## src/rtl/dtefc_pkg.sv

```systemverilog
package dtefc_pkg;
  localparam int QW_W   = 64;
  localparam int DTE_W  = 256;
  localparam int NQW    = DTE_W / QW_W;
  localparam int REC_W  = 128;
  localparam int DEV_W  = 16;
  localparam int OP_W   = 3;

  typedef enum logic [OP_W-1:0] {
    OP_XLATE = 3'd0,
    OP_MRD   = 3'd1,
    OP_MWR   = 3'd2,
    OP_INTR  = 3'd3,
    OP_CMD   = 3'd4
  } op_e;

  localparam int BIT_INTR = 51;
  localparam int BIT_RW   = 53;
  localparam int BIT_RZ   = 55;
  localparam int BIT_TN   = 56;
  localparam int TYPE_LO  = 57;
  localparam int CODE_LO  = 60;

  localparam logic [1:0] HWT_TABORT = 2'd2;
  localparam logic [1:0] HWT_DATA   = 2'd3;

  // allowed-bit mask per qword; unchecked qwords allow everything
  function automatic logic [QW_W-1:0] qword_allow(input int idx);
    case (idx)
      0:       qword_allow = 64'h7fff_ffff_ffff_ff83;
      1:       qword_allow = 64'hffff_fbff_ffff_ffff;
      default: qword_allow = '1;
    endcase
  endfunction

  function automatic logic [REC_W-1:0] build_rec(
    input logic [DEV_W-1:0] dev,
    input logic [OP_W-1:0]  op,
    input logic [3:0]       code,
    input logic             is_hw,
    input logic [QW_W-1:0]  addr
  );
    logic [REC_W-1:0] r;
    r = '0;
    r[DEV_W-1:0]       = dev;
    r[BIT_INTR]        = (op == OP_INTR);
    r[BIT_RW]          = (op == OP_MWR);
    r[BIT_TN]          = (op == OP_XLATE);
    r[CODE_LO+3:CODE_LO] = code;
    if (is_hw) begin
      r[TYPE_LO+1:TYPE_LO] = (op == OP_CMD) ? HWT_DATA : HWT_TABORT;
      r[REC_W-1:QW_W]      = addr;
    end else begin
      r[BIT_RZ]            = 1'b1;
      r[REC_W-1:QW_W]      = {addr[QW_W-1:2], 2'b00};
    end
    return r;
  endfunction
endpackage

```

## src/rtl/dtefc_rsvd_scan.sv

```systemverilog
module dtefc_rsvd_scan
  import dtefc_pkg::*;
(
  input  logic [DTE_W-1:0] dte,
  output logic             rsvd_hit
);
  logic [NQW-1:0] q_bad;
  for (genvar g = 0; g < NQW; g++) begin : g_qw
    localparam logic [QW_W-1:0] ALLOW = qword_allow(g);
    assign q_bad[g] = |(dte[g*QW_W +: QW_W] & ~ALLOW);
  end
  assign rsvd_hit = |q_bad;
endmodule

```

## src/rtl/dtefc_classify.sv

```systemverilog
module dtefc_classify (
  input  logic xlat_en,
  input  logic fetch_err,
  input  logic dte_valid,
  input  logic rsvd_hit,
  output logic pass_w,
  output logic cont_w,
  output logic fault_hw_w,
  output logic fault_ill_w
);
  always_comb begin
    pass_w      = 1'b0;
    cont_w      = 1'b0;
    fault_hw_w  = 1'b0;
    fault_ill_w = 1'b0;
    if (!xlat_en)       pass_w      = 1'b1;
    else if (fetch_err) fault_hw_w  = 1'b1;
    else if (!dte_valid) pass_w     = 1'b1;
    else if (rsvd_hit)  fault_ill_w = 1'b1;
    else                cont_w      = 1'b1;
  end
endmodule

```

## src/rtl/dte_fault_check.sv

```systemverilog
module dte_fault_check
  import dtefc_pkg::*;
#(
  parameter logic [3:0] CODE_ILLEGAL = 4'd1,
  parameter logic [3:0] CODE_HWERR   = 4'd3
) (
  input  logic             clk,
  input  logic             rst_n,
  input  logic             xlat_en,
  input  logic             req_valid,
  input  logic [DEV_W-1:0] req_dev_id,
  input  logic [QW_W-1:0]  req_dva,
  input  logic [OP_W-1:0]  req_op,
  input  logic [DTE_W-1:0] req_dte,
  input  logic             fetch_err,
  input  logic [QW_W-1:0]  fetch_pa,
  output logic             done,
  output logic             passthru,
  output logic             cont,
  output logic [QW_W-1:0]  out_addr,
  output logic             evt_valid,
  output logic [REC_W-1:0] evt_rec,
  output logic             hwerr_load,
  output logic             tgt_abort
);
  logic rsvd_hit;
  logic pass_w, cont_w, fault_hw_w, fault_ill_w, fault_any_w;
  logic [REC_W-1:0] rec_w;

  dtefc_rsvd_scan u_scan (
    .dte      (req_dte),
    .rsvd_hit (rsvd_hit)
  );

  dtefc_classify u_cls (
    .xlat_en     (xlat_en),
    .fetch_err   (fetch_err),
    .dte_valid   (req_dte[0]),
    .rsvd_hit    (rsvd_hit),
    .pass_w      (pass_w),
    .cont_w      (cont_w),
    .fault_hw_w  (fault_hw_w),
    .fault_ill_w (fault_ill_w)
  );

  assign fault_any_w = fault_hw_w | fault_ill_w;
  assign rec_w = build_rec(req_dev_id, req_op,
                           fault_hw_w ? CODE_HWERR : CODE_ILLEGAL,
                           fault_hw_w,
                           fault_hw_w ? fetch_pa : req_dva);

  always_ff @(posedge clk or negedge rst_n) begin
    if (!rst_n) begin
      done       <= 1'b0;
      passthru   <= 1'b0;
      cont       <= 1'b0;
      out_addr   <= '0;
      evt_valid  <= 1'b0;
      evt_rec    <= '0;
      hwerr_load <= 1'b0;
      tgt_abort  <= 1'b0;
    end else begin
      done       <= req_valid;
      passthru   <= req_valid & pass_w;
      cont       <= req_valid & cont_w;
      out_addr   <= (req_valid & pass_w) ? req_dva : '0;
      evt_valid  <= req_valid & fault_any_w;
      evt_rec    <= (req_valid & fault_any_w) ? rec_w : '0;
      hwerr_load <= req_valid & fault_hw_w;
      tgt_abort  <= req_valid & fault_any_w & (req_op != OP_CMD);
    end
  end
endmodule

```

## config.mk

```make
export PLATFORM = sky130hd
export DESIGN_NAME = dte_fault_check
export DESIGN_NICKNAME = d
export VERILOG_FILES = /design/src/rtl/dtefc_pkg.sv /design/src/rtl/dtefc_rsvd_scan.sv /design/src/rtl/dtefc_classify.sv /design/src/rtl/dte_fault_check.sv
export SDC_FILE = /design/constraint.sdc
export NUM_CORES = 1
export LEC_CHECK = 0
export CORE_AREA = 2 2 237 239
export DETAILED_ROUTE_END_ITERATION = 8
export DIE_AREA = 0 0 239 241
export PLACE_DENSITY = 0.47
export SYNTH_ARGS = -nofsm -noshare
export SYNTH_HDL_FRONTEND = slang
export SYNTH_SLANG_ARGS = --single-unit
```

## constraint.sdc

```tcl
create_clock -name clk -period 0.95 [get_ports clk]
set_input_delay 0.19 -clock clk [delete_from_list [all_inputs] [get_ports clk]]
set_output_delay 0.19 -clock clk [all_outputs]
set_load 0.02 [all_outputs]
```

==> summary.txt <==
Vias per inst = 3.24
Synthesized flop and latch total = 155
Critical Path Max Stage Delay = 0.54 ns
Worst hold path type = in -> reg
Crit-path slowest cell = or4_4
Vias = 5,023
Synth cell types = 24
Area of the die = 57,600 sq um
Die Span Y = 241 um
Fin worst setup slack = -0.464 ns
Clock Tree Buf Depth = 2
I/O pin count = 606
Clk pwr share = 0.403
Worst Path Max Fanout = 6
Gate power share = 0.199
Cells after Synth = 466
Critical Path Most Common Cell = buf_6
Drt initial violations = 102
Vias in the first global route = 5,349
CP startpoint kind = input port
Routed len/inst = 18.7 um
Port bufs = 317
Mean post-synth cell area = 13.0 sq um
Hold path endpoint = cont$_DFF_PN0_
DRC Markers = 0
Rows = 86
Total power = 17.8 mW
Power density cells = 1510 nW/um^2
Gr ovfl total = 0
Mapped cell area = 6040 sq um
CTS tree = yes
Initial antenna violation count = 8
Seq/Total Area, Yosys = 0.643
Num CTS Buffers = 17
Worst setup path category = in -> reg
Max IR drop VDD = 1.34 mV
Arr. time, crit path = 1.76 ns
Yosys warns = 0
GRT Util Overall = 0.0992
Fillers = 5,937
WL final = 29,000 um
Final Setup Violations = 242
Routability Congestion = 0.736
Max Slew Vio Count = 0
MaxCap Viol Count = 0
Hold Crit Start = req_dte[4]
Setup crit end kind = flip-flop
Post-DP HPWL = 19,600 um
Highest Clock Rate = 0.707 GHz
Drt pass-1 iters = 4
Family with the most delay on the worst path = buffers and inverters
Initial Util = 0.110
Cell Count, Final, Fillers Out = 1,548
Psw = 5.01 mW
RSZ-0062 raised after global routing = yes
Clk sinks = 155
Lkg Pwr = 5.74 nW
Status = complete, but fails checks
DIE WIDTH = 239 um
Hold path depth = 3
Tmin final = 1.41 ns
Root Driver = clkbuf_16
Failing checks = setup timing
Sw frac = 0.281
Core ar. = 54,900 sq um
Fin nets = 1,237
Critical path buffers and inverters = 5
Layout cells sized above 1 = 0.372
CP Cell Sequence = buf_6, or4_4, o41ai_4, buf_6, buf_6, buf_12, clkbuf_16, a21oi_4
Placed Cells = 1,492
Crit share post-route = 1.49
Worst hold slack = 0.176 ns
Sequential Power Share = 0.398
Reg clk slew, reported paths = 0.06 ns
# H-tree levels = 4
Final Hold Viols = 0
Remaining antenna violation count after routing = 0
Area Overhead vs Synth = 95.4%
Pin count of the biggest net entering global routing = 45
Worst EP required = 1.30 ns
Internal Power = 12.8 mW
Global-route wire length before repair = 39,000 um
==> cells in the final DEF (no fill, tap or decap), types with 2 or more instances in the layout <==
cell type / Yosys / routed
and3_1: 67 / 65
buf_2: 5 / 3
a21boi_0: 16 / 5
bufinv_16: 0 / 2
clkdlybuf4s50_1: 0 / 150
a21boi_2: 0 / 9
dfrtp_1: 155 / 155
clkbuf_16: 0 / 19
buf_6: 5 / 164
buf_4: 43 / 30
conb_1: 1 / 40
dlygate4sd2_1: 0 / 2
buf_16: 0 / 13
nand2_1: 6 / 4
a21oi_4: 0 / 4
a21oi_1: 63 / 32
a21boi_1: 0 / 2
nor2_1: 4 / 4
diode_2: 0 / 3
buf_12: 0 / 18
clkinvlp_4: 0 / 3
mux2i_1: 62 / 62
a21oi_2: 0 / 27
inv_6: 0 / 3
clkbuf_8: 3 / 2
nand2_4: 0 / 2
and3_4: 0 / 2
==> through the flow <==
stage	worst slack, ns	util	setup TNS [ns]	cell area (sq um)
6_report	-0.464	0.215	-71.68	11800
5_1_grt	-0.502	0.215	-85.04	11800
4_1_cts	-0.527	0.211	-86.03	11600
3_5_place_dp	-1.27	0.187	-163.58	10300
3_3_place_gp	-1.22	0.187	-163.13	10300
2_1_floorplan	-0.566	-	-45.86	6220
==> flip-flops by register name, summed over array words and instances, names as in the netlist <==
| name | count |
|---|---|
| tgt_abort | 1 |
| cont | 1 |
| done | 1 |
| evt_rec | 87 |
| passthru | 1 |
| out_addr | 64 |
==> synth_stat cells <==
cell,n,share of area
dfrtp_1,155,0.64
and3_1,67,0.069
a21oi_1,63,0.052
mux2i_1,62,0.10
buf_4,43,0.053
clkbuf_1,24,0.015
a21boi_0,16,0.020
nand2_1,6,0.0037
buf_2,5,0.0041
buf_6,5,0.0093
nor2_1,4,0.0025
clkbuf_8,3,0.0068
and2_1,2,0.0021
a2111oi_0,1,0.0015
a211oi_1,1,0.0012
a22oi_1,1,0.0012
and4bb_2,1,0.0021
buf_1,1,0.00062
conb_1,1,0.00062
inv_1,1,0.00062
nor3_1,1,0.00083
o21ai_0,1,0.00083
o41ai_4,1,0.0046
or4_4,1,0.0019
==> logic make-up after synthesis <==
family | after synthesis | share of synthesized area
other cells | 1 | 0.000621
simple gates | 82 | 0.0825
compound gates | 84 | 0.0815
mux | 62 | 0.103
flops | 155 | 0.643
buf+inv | 82 | 0.0900
==> routing by layer <==
metal	global-route usage	vias up	share of wire	wire length, um
met5	0	-	0.0020	58
li1	-	2273	-	-
met2	0.155	260	0.46	13400
met3	0.0492	34	0.097	2830
met1	0.118	2446	0.42	12300
met4	0.0335	10	0.014	414
==> power by group through the flow <==
stage	Sequential, mW	Combinational, mW	Clock (mW)
after global routing	7.11	3.77	7.73
after detailed placement	7.15	3.15	0
after global placement	7.15	3.14	0
after floorplan	7.54	0.865	0
after CTS	7.09	3.51	7.53
final	7.08	3.54	7.18
==> what timing repair did <==
item / in CTS / in global routing
cloned: 11 / 3
hold buffers: 1 / 0
setup buffers: 10 / 0
pin swaps: 10 / 25
hold endpoints to repair: 155 / 0
setup endpoints to repair: 310 / 270
gates resized for setup: 894 / 51
==> final cells by class <==
class | instances | area, sq um | area share
Timing Repair Buffer | 386 | 4440 | 0.376
Sequential cell | 155 | 3880 | 0.329
Multi-Input combinational cell | 268 | 2000 | 0.169
Tap cell | 704 | 881 | 0.0747
Clock buffer | 20 | 457 | 0.0387
Clock inverter | 11 | 134 | 0.0113
Antenna cell | 3 | 7.51 | 0.000636
Inverter | 1 | 3.75 | 0.000318
==> worst max-delay path by stage <==
| stage | start | to | cells past startpoint |
|---|---|---|---|
| final | req_dte[63] | evt_rec[98]$_DFF_PN0_ | 8 |
| after global routing | req_dte[63] | evt_rec[98]$_DFF_PN0_ | 8 |
| after CTS | req_dte[4] | evt_rec[78]$_DFF_PN0_ | 9 |
| after detailed placement | req_dte[63] | evt_rec[6]$_DFF_PN0_ | 6 |
| after global placement | req_dte[63] | evt_rec[56]$_DFF_PN0_ | 6 |
| after floorplan | req_dte[63] | evt_rec[119]$_DFF_PN0_ | 5 |
(Power assumes the default switching activity.)
